**src/rtl/cdiv_pkg.sv**
```systemverilog
`timescale 1ns/1ps
package cdiv_pkg;

    // Selection as applied by the divider
    typedef struct packed {
        logic quick;   // fast = input clock, slow ratio halved
        logic alt;     // larger of the two slow ratios
    } cdiv_cfg_t;

    // Slow-output period in input cycles for a given selection
    function automatic int span_of(cdiv_cfg_t c, int lo, int hi);
        int r;
        r = c.alt ? hi : lo;
        return c.quick ? r / 2 : r;
    endfunction

endpackage

```
**src/rtl/cdiv_gate.sv**
```systemverilog
`timescale 1ns/1ps
module cdiv_gate (
    input  logic clk_in,
    input  logic mreset,
    input  logic freeze,
    output logic run_o,
    output logic gclk_o
);
    typedef struct packed {
        logic run;
    } gate_st_t;

    gate_st_t st_d, st_q;

    always_comb begin
        st_d     = st_q;
        st_d.run = ~freeze;
    end

    // Updates only while clk_in is low, so the AND gate below never truncates a high phase
    always_ff @(negedge clk_in or posedge mreset) begin
        if (mreset) st_q <= '0;
        else        st_q <= st_d;
    end

    assign run_o  = st_q.run;
    assign gclk_o = clk_in & st_q.run;

endmodule

```
**src/rtl/cdiv_seq.sv**
```systemverilog
`timescale 1ns/1ps
module cdiv_seq
    import cdiv_pkg::*;
#(
    parameter int RATIO_LO = 4,
    parameter int RATIO_HI = 6,
    parameter int CNT_W    = 3
) (
    input  logic             clk_in,
    input  logic             mreset,
    input  logic             run_i,
    input  cdiv_cfg_t        cfg_i,
    output logic [CNT_W-1:0] cnt_nx_o,
    output cdiv_cfg_t        cfg_nx_o,
    output logic             started_nx_o,
    output logic             quick_o,
    output logic             started_o
);
    typedef struct packed {
        logic [CNT_W-1:0] cnt;
        cdiv_cfg_t        cfg;
        logic             started;
    } seq_st_t;

    seq_st_t          st_d, st_q;
    logic [CNT_W-1:0] last_c;

    always_comb begin
        last_c = CNT_W'(span_of(st_q.cfg, RATIO_LO, RATIO_HI) - 1);
        st_d   = st_q;
        if (run_i) begin
            if (!st_q.started || st_q.cnt == last_c) begin
                // period boundary: restart phase and take the pending selection
                st_d.cnt     = '0;
                st_d.cfg     = cfg_i;
                st_d.started = 1'b1;
            end else begin
                st_d.cnt = st_q.cnt + 1'b1;
            end
        end
    end

    always_ff @(posedge clk_in or posedge mreset) begin
        if (mreset) st_q <= '0;
        else        st_q <= st_d;
    end

    assign cnt_nx_o     = st_d.cnt;
    assign cfg_nx_o     = st_d.cfg;
    assign started_nx_o = st_d.started;
    assign quick_o      = st_q.cfg.quick;
    assign started_o    = st_q.started;

    a_r2_phase_in_range: assert property (@(posedge clk_in) disable iff (mreset)
        st_q.started |-> (st_q.cnt <= last_c));

    a_r6_hold_when_gated: assert property (@(posedge clk_in) disable iff (mreset)
        !run_i |=> ($stable(st_q.cnt) && $stable(st_q.cfg)));

    a_r10_select_at_wrap: assert property (@(posedge clk_in) disable iff (mreset)
        (st_q.started && $past(st_q.started) && (st_q.cfg != $past(st_q.cfg)))
            |-> (st_q.cnt == '0));

endmodule

```
**src/rtl/cdiv_shape.sv**
```systemverilog
`timescale 1ns/1ps
module cdiv_shape
    import cdiv_pkg::*;
#(
    parameter int RATIO_LO = 4,
    parameter int RATIO_HI = 6,
    parameter int CNT_W    = 3
) (
    input  logic             clk_in,
    input  logic             mreset,
    input  logic             gclk_i,
    input  logic             run_i,
    input  logic             started_i,
    input  logic             quick_i,
    input  logic [CNT_W-1:0] cnt_nx_i,
    input  cdiv_cfg_t        cfg_nx_i,
    input  logic             started_nx_i,
    output logic             fast_o,
    output logic             slow_o
);
    typedef struct packed {
        logic fast;
        logic slow;
    } shape_st_t;

    shape_st_t        st_d, st_q;
    logic [CNT_W-1:0] half_c;

    always_comb begin
        half_c    = CNT_W'(span_of(cfg_nx_i, RATIO_LO, RATIO_HI) / 2);
        st_d      = st_q;
        st_d.slow = started_nx_i && (cnt_nx_i < half_c);
        st_d.fast = started_nx_i && !cnt_nx_i[0];
    end

    always_ff @(posedge clk_in or posedge mreset) begin
        if (mreset) st_q <= '0;
        else        st_q <= st_d;
    end

    assign fast_o = quick_i ? gclk_i : st_q.fast;
    assign slow_o = st_q.slow;

    a_r1_fast_toggles: assert property (@(posedge clk_in) disable iff (mreset)
        (run_i && !quick_i) |=> (st_q.fast != $past(st_q.fast)));

    a_r5_rise_together: assert property (@(posedge clk_in) disable iff (mreset)
        ($rose(st_q.slow) && !quick_i && !$past(quick_i)) |-> $rose(st_q.fast));

    a_r8_reset_low: assert property (@(posedge clk_in)
        mreset |-> (!st_q.slow && !st_q.fast && !started_i));

endmodule

```
**src/rtl/cdiv_dual_ratio.sv**
```systemverilog
`timescale 1ns/1ps
module cdiv_dual_ratio
    import cdiv_pkg::*;
#(
    parameter int RATIO_LO = 4,
    parameter int RATIO_HI = 6
) (
    input  logic clk_in,
    input  logic mreset,
    input  logic freeze,
    input  logic quick_mode,
    input  logic slow_alt,
    output logic fast_clk,
    output logic slow_clk
);
    localparam int CNT_W = $clog2(RATIO_HI);

    logic             run_w;
    logic             gclk_w;
    cdiv_cfg_t        cfg_req;
    logic [CNT_W-1:0] cnt_nx_w;
    cdiv_cfg_t        cfg_nx_w;
    logic             started_nx_w;
    logic             quick_w;
    logic             started_w;

    assign cfg_req.quick = quick_mode;
    assign cfg_req.alt   = slow_alt;

    cdiv_gate u_gate (
        .clk_in (clk_in),
        .mreset (mreset),
        .freeze (freeze),
        .run_o  (run_w),
        .gclk_o (gclk_w)
    );

    cdiv_seq #(
        .RATIO_LO (RATIO_LO),
        .RATIO_HI (RATIO_HI),
        .CNT_W    (CNT_W)
    ) u_seq (
        .clk_in       (clk_in),
        .mreset       (mreset),
        .run_i        (run_w),
        .cfg_i        (cfg_req),
        .cnt_nx_o     (cnt_nx_w),
        .cfg_nx_o     (cfg_nx_w),
        .started_nx_o (started_nx_w),
        .quick_o      (quick_w),
        .started_o    (started_w)
    );

    cdiv_shape #(
        .RATIO_LO (RATIO_LO),
        .RATIO_HI (RATIO_HI),
        .CNT_W    (CNT_W)
    ) u_shape (
        .clk_in       (clk_in),
        .mreset       (mreset),
        .gclk_i       (gclk_w),
        .run_i        (run_w),
        .started_i    (started_w),
        .quick_i      (quick_w),
        .cnt_nx_i     (cnt_nx_w),
        .cfg_nx_i     (cfg_nx_w),
        .started_nx_i (started_nx_w),
        .fast_o       (fast_clk),
        .slow_o       (slow_clk)
    );

endmodule

```
**config.mk**
```make
export PLATFORM = sky130hd
export DESIGN_NAME = cdiv_dual_ratio
export DESIGN_NICKNAME = d
export VERILOG_FILES = /design/src/rtl/cdiv_pkg.sv /design/src/rtl/cdiv_gate.sv /design/src/rtl/cdiv_seq.sv /design/src/rtl/cdiv_shape.sv /design/src/rtl/cdiv_dual_ratio.sv
export SDC_FILE = /design/constraint.sdc
export NUM_CORES = 1
export LEC_CHECK = 0
export ABC_CLOCK_PERIOD_IN_PS = 7200
export BUFFER_PORTS_ARGS = -buffer_cell sky130_fd_sc_hd__clkbuf_2
export CAP_MARGIN = 20
export CORE_AREA = 5 5 42 44
export DETAILED_ROUTE_END_ITERATION = 10
export DIE_AREA = 0 0 47 49
export GPL_TIMING_DRIVEN = 0
export SYNTH_ARGS = -nofsm -noshare
export SYNTH_HDL_FRONTEND = slang
export SYNTH_SLANG_ARGS = --single-unit
```
**constraint.sdc**
```tcl
create_clock -name clk_in -period 7.2 [get_ports clk_in]
set_input_delay 1.44 -clock clk_in [delete_from_list [all_inputs] [get_ports clk_in]]
set_output_delay 1.44 -clock clk_in [all_outputs]
set_load 0.01 [all_outputs]
```
# After elaboration in Yosys (flattened, before gate mapping)
# Cells that the tools add are included.
# Widths: inputs -> output; s select.
# op_classes
eq_ne	1
bitwise	5
n_reduce_logical	5
add_sub_neg	5
mux	8
n_lt_le_gt_ge	1
# ops
cell	n
$add 32x1->32	1
$mux 32	1
$mux 3	3
$mux 6	1
$mux 2	2
$add 2x1->3	1
$add 3x1->3	1
$add 3x1->3 const B	1
$eq 3x3->1	1
$lt 3x3->1	1
$sub 3x2->3 const B	1
$and 1x1->1	2
$and 1x1->1 const A	2
$logic_and 1x1->1	2
$logic_not 1->1	2
$logic_or 1x1->1	1
$mux 1	1
$not 1->1	1
# totals
in_bits	5
out_inout_bits	2
word_cells	32
ff_bits	9

# Logic depth before layout (Yosys ltp)
# Gate-level depths: netlist of the first run.
# depth
depth_word	17
ltp_mapped	10
depth_no_buf	10

# Hierarchy
# From an unflattened synthesis of the first run, not the netlist that was laid out.
# unflattened
hier_cells	51
hier_area_um2	523.0
# by_module_without_submodules
mod	cells_each	instances	seq_area_each_um2	area_each_um2
cdiv_seq	38	1	150.1	376.6
cdiv_shape	9	1	50.0	107.6
cdiv_gate	4	1	25.0	38.8

==> results of run 1 <==
## cells by family (layout without fill, tap and decap cells)
kind of cell / after synthesis / in the layout / share of synthesized area, %
compound gates: 9 / 9 / 17.98
xor+xnor: 3 / 3 / 7.416
buf+inv: 6 / 19 / 4.045
fa+ha+maj: 4 / 4 / 8.989
mux: 2 / 2 / 4.718
flops: 9 / 9 / 40.45
simple gates: 15 / 15 / 16.40
## worst max-delay path, delay by kind of cell (launching register included)
| kind | cells | cell delay (ns) |
|---|---|---|
| buffers and inverters | 1 | 0.15 |
| AOI/OAI and AO/OA | 1 | 0.08 |
| DFF | 1 | 0.50 |
| and+or+nand+nor | 1 | 0.09 |
## power groups by stage
stage | registers, mW | logic (mW) | clock network [mW]
3_5_place_dp | 0.0874 | 0.145 | 0.00797
2_1_floorplan | 0.0832 | 0.121 | 0.00477
6_report | 0.0865 | 0.144 | 0.0712
4_1_cts | 0.0867 | 0.145 | 0.0739
5_1_grt | 0.0900 | 0.158 | 0.0795
3_3_place_gp | 0.0871 | 0.141 | 0.00797
## sequential cells by signal, summed over array words and instances (netlist names)
name,cells
u_seq.st_q,4
u_gate.run_o,1
u_seq.quick_o,1
u_seq.started_o,1
u_shape.slow_o,1
u_shape.st_q,1
## metrics by stage
stage / util [%] / power [mW] / instance area, µm² / hold WS, ns / setup WS [ns]
3_3_place_gp: 43.30 / 0.2359 / 606.8 / 0.5684 / 1.074
3_5_place_dp: 43.30 / 0.2399 / 606.8 / 0.5665 / 1.066
4_1_cts: 46.79 / 0.3059 / 655.6 / 0.6052 / 0.9447
5_1_grt: 46.79 / 0.3272 / 655.6 / 0.6332 / 0.8354
2_1_floorplan: - / 0.2094 / 556.8 / 0.5125 / 1.294
6_report: 46.79 / 0.3012 / 655.6 / 0.5996 / 0.9522
## layer usage
| layer | vias up | GRT usage (%) | wire (µm) |
|---|---|---|---|
| met3 | 2 | 4.428 | 38 |
| met1 | 188 | 10.93 | 417 |
| met2 | 5 | 18.10 | 566 |
| li1 | 198 | - | - |
| met5 | - | 0 | 0 |
| met4 | 0 | 11.06 | 13 |
## worst paths after layout
check / start / endpoint / cells past startpoint / slack, ns
max: u_gate.run_o / fast_clk / 3 / 0.95
min: u_seq.st_q[1] / u_seq.st_q[1] / 1 / 0.60
max reg2reg: u_gate.run_o / u_shape.slow_o / 7 / 1.04
min reg2reg: u_seq.st_q[1] / u_seq.st_q[1] / 1 / 0.60
max in group asynchronous: mreset / u_gate.run_o / 2 / 2.44
min in group asynchronous: mreset / u_seq.st_q[1] / 2 / 1.00
## layout make-up
type	instances	area, µm²
clock buffers	8	53.80
fillers	141	745.7
inverters	6	22.52
multi-input cells	33	309.0
flip-flops and latches	9	225.2
well taps	16	20.02
repair buffers	5	25.02
## Yosys cell counts, types with 2 or more instances
master,n
dfrtp_1,8
xor2_2,2
inv_1,6
o21ai_0,3
nand2b_1,2
nor3b_1,3
ha_1,4
nand2_1,4
==> impl_metrics.json, run 1 <==
{
  "avgSynthCellArea_um2": 11.60,
  "p_leak_nw": 0.2987,
  "synth.cell_area_um2": 556.8,
  "p_per_area_nw_per_um2": 459.5,
  "synth_nets": 57,
  "final_nets": 71,
  "p_switching_mw": 0.1233,
  "drive_gt1_share_pct": 32.79,
  "routabilityCongestion": 0.7052,
  "dp.final_hpwl_um": 780.3,
  "die_w_um": 47,
  "synth_top_area_share_pct": 35.96,
  "synth_ff_type": "dfrtp_1",
  "worstSkewPairLatency_ns": 0.39,
  "worstPathCellList": "nand3_1 > o21ai_0 > clkbuf_2",
  "p_clk_share_pct": 23.6,
  "setup.worst_path.end_class": "output port",
  "ys_seq_area_share_pct": 40.45,
  "tightest_slew_ns": 0.5078,
  "arrival_ns": 4.81,
  "cpMaxStageDelayCell": "dfrtn_1",
  "finalSetupTns_ns": 0,
  "maxCapViolations": 0,
  "startpoint_type": "register",
  "area_delta_synth_final_pct": 17.75,
  "max_stage_delay_ns": 0.50,
  "setup_viol": 0,
  "syn_inst": 48,
  "drt_iter0_markers": 11,
  "wl_um": 1036,
  "vias_per_cell": 5.104,
  "port_buffers": 6,
  "slew_headroom_pct": 65.78,
  "synth-seq-cells": 9,
  "route.vias.total": 393,
  "antenna-diode-count": 0,
  "path_clk_slew_ns": 0.06,
  "drc_errors": 0,
  "worstHoldPathType": "reg2reg",
  "stdcell_count": 77,
  "yosysUniqueCellTypes": 24,
  "fin_skew_ns": 0.01773,
  "final_common_cell": "dfrtp_1",
  "grt_setup_unrepaired": "no",
  "grt_pass1_wl_um": 1821,
  "drt_first_pass_iters": 4,
  "ir_drop_uv": 173.0,
  "core_area_um2": 1401,
  "status": "completed",
  "intPower_mw": 0.1779,
  "grt_max_degree": 10,
  "hold_violations": 0,
  "antenna_found_initial": 0,
  "cp.required_ns": 5.76,
  "track_usage_pct": 11.68,
  "combPwrFrac_pct": 47.7,
  "final_cell_mix": "dfrtp_1, inv_1, clkbuf_4, clkbuf_2",
  "initial_core_util_pct": 39.73,
  "synth_warnings": 0,
  "pin_count": 7,
  "avgRoutedWirePerCell_um": 13.45,
  "overflow": 0,
  "cts_tree": "yes",
  "postCtsSetupRepairBufs": 0,
  "die_area_um2": 2303,
  "first_global_vias": 459,
  "ys_async_sr_fraction_pct": 100.0,
  "synth-edff-count": 0,
  "ctsResizeCount": 0,
  "cts_hold_buf": 0,
  "die_y_um": 49,
  "finalMaxSlewViolations": 0,
  "rows": 14,
  "synth_area_leader_cell": "dfrtp_1",
  "synthTopCellsByArea": "dfrtp_1, ha_1, xor2_2",
  "path_max_fanout": 6,
  "p_seq_share_pct": 28.7,
  "dpl.cell_count": 70,
  "criticalPathCategory": "reg2out",
  "ant_nets": 0,
  "switching_share_pct": 40.93
}
Note: power is estimated with default switching activity, not from simulation.
==> inputs of run 2 (changes only) <==
Settings changed: ABC_CLOCK_PERIOD_IN_PS 7200 to 6800, CTS_CLUSTER_DIAMETER from default to 60, SLEW_MARGIN from default to 20.
Clock period 7.2 ns to 6.8 ns, I/O delays scaled along.
==> run 2 against run 1 <==
Compared with the run above: clock skew about the same; non-clock buffer count unchanged; cell count is the same; clock power increased by 5.9%; utilization is the same; largest power group unchanged; count of clock-buffer cells in the layout unchanged; hold slack better by 0.00079 ns; combinational power increased by 6%; wire length increased by 0.19%; sequential power grew 5.9%; critical path type unchanged; register-to-register slack got worse by 0.20 ns.
==> impl_metrics.json, run 2 (synthesized netlist as in run 1, its figures left out) <==
{
  "status": "completed",
  "drc_errors": 0,
  "path_clk_slew_ns": 0.06,
  "largest_register_ffs": 4,
  "antenna_found_initial": 0,
  "criticalPathCategory": "reg2out",
  "path_max_fanout": 6,
  "track_usage_pct": 11.68,
  "vias_per_cell": 5.104,
  "tightest_slew_ns": 0.5077,
  "grt_pass1_wl_um": 1828,
  "wl_um": 1038,
  "startpoint_type": "register",
  "antenna-diode-count": 0,
  "port_buffers": 6,
  "routabilityCongestion": 0.7052,
  "worstSkewPairLatency_ns": 0.39,
  "avgRoutedWirePerCell_um": 13.48,
  "ant_nets": 0,
  "n_fill_cell": 141,
  "die_y_um": 49,
  "arrival_ns": 4.61,
  "route.vias.total": 393,
  "ir_drop_uv": 183.2,
  "slew_headroom_pct": 65.79,
  "grt_max_degree": 10,
  "drt_iter0_markers": 11,
  "holdWs_ns": 0.6004,
  "cp.required_ns": 5.44,
  "place_ws_ns": 0.8661,
  "die_w_um": 47,
  "hold_violations": 0,
  "dp.final_hpwl_um": 780.3,
  "core_area_um2": 1401,
  "final_common_cell": "dfrtp_1",
  "die_area_um2": 2303,
  "setup_slack_ns": 0.8323,
  "worstHoldPathType": "reg2reg",
  "cts_tree": "yes",
  "finalSetupTns_ns": 0,
  "pin_count": 7,
  "r2r_start": "u_gate.run_o",
  "fin_skew_ns": 0.01775,
  "setup_viol": 0,
  "setup.worst_path.start": "u_gate.run_o",
  "maxCapViolations": 0,
  "grt_setup_unrepaired": "no",
  "top_register": "u_seq.st_q",
  "setup.worst_path.end_class": "output port",
  "first_global_vias": 459,
  "drive_gt1_share_pct": 32.79,
  "finalMaxSlewViolations": 0,
  "p_per_area_nw_per_um2": 486.6,
  "area_delta_synth_final_pct": 17.75,
  "overflow": 0,
  "p_leak_nw": 0.2987,
  "worstHoldStart": "u_seq.st_q[1]",
  "final_cell_mix": "dfrtp_1, inv_1, clkbuf_4, clkbuf_2",
  "ctsResizeCount": 0,
  "rows": 14,
  "initial_core_util_pct": 39.73,
  "final_nets": 71,
  "drt_first_pass_iters": 4,
  "postCtsSetupRepairBufs": 0,
  "cts_hold_buf": 0
}
## run 2: cell counts in the layout (fill, tap and decap cells not counted)
Identical to the previous run, type by type.
## run 2: worst paths after layout
| path | slack (ns) | to | cells after the start |
|---|---|---|---|
| setup / recovery | 0.83 | fast_clk | 3 |
| hold / removal | 0.60 | u_seq.st_q[1] | 1 |
| setup reg to reg | 0.84 | u_shape.slow_o | 7 |
| hold reg to reg | 0.60 | u_seq.st_q[1] | 1 |
| max in group asynchronous | 2.32 | u_gate.run_o | 2 |
| min in group asynchronous | 0.92 | u_seq.st_q[1] | 2 |
## run 2: final cells by class
class                           count  area (µm²)  share of cell area (%)
Clock buffer                        8       53.80                   8.206
Inverter                            6       22.52                   3.435
Multi-Input combinational cell     33       309.0                   47.14
Sequential cell                     9       225.2                   34.35
Tap cell                           16       20.02                   3.053
Timing Repair Buffer                5       25.02                   3.817
## run 2: critical path: stages, from the launching register on
cell and delay [ns]:
dfrtn_1 0.50, nand3_1 0.09, o21ai_0 0.08, clkbuf_2 0.15
## run 2: routing by layer
| layer | global-route usage [%] | up-vias | wire, µm |
|---|---|---|---|
| met5 | 0 | - | 0 |
| met2 | 17.87 | 5 | 567 |
| met3 | 4.428 | 2 | 38 |
| met4 | 11.06 | 0 | 13 |
| met1 | 11.16 | 188 | 418 |
| li1 | - | 198 | - |
## run 2: per-stage QoR
step	total power, mW	utilization, %	area (µm²)	std cells
after global routing	0.3465	46.79	655.6	77
after floorplan	0.2217	-	556.8	48
final	0.3190	46.79	655.6	77
after global placement	0.2498	43.30	606.8	70
after detailed placement	0.2540	43.30	606.8	70
after CTS	0.3239	46.79	655.6	77
## run 2: report_power, final
part | internal, mW | switching, mW | total [mW]
Combinational | 0.0704 | 0.0817 | 0.152
Clock | 0.0461 | 0.0292 | 0.0754
Sequential | 0.0719 | 0.0197 | 0.0916
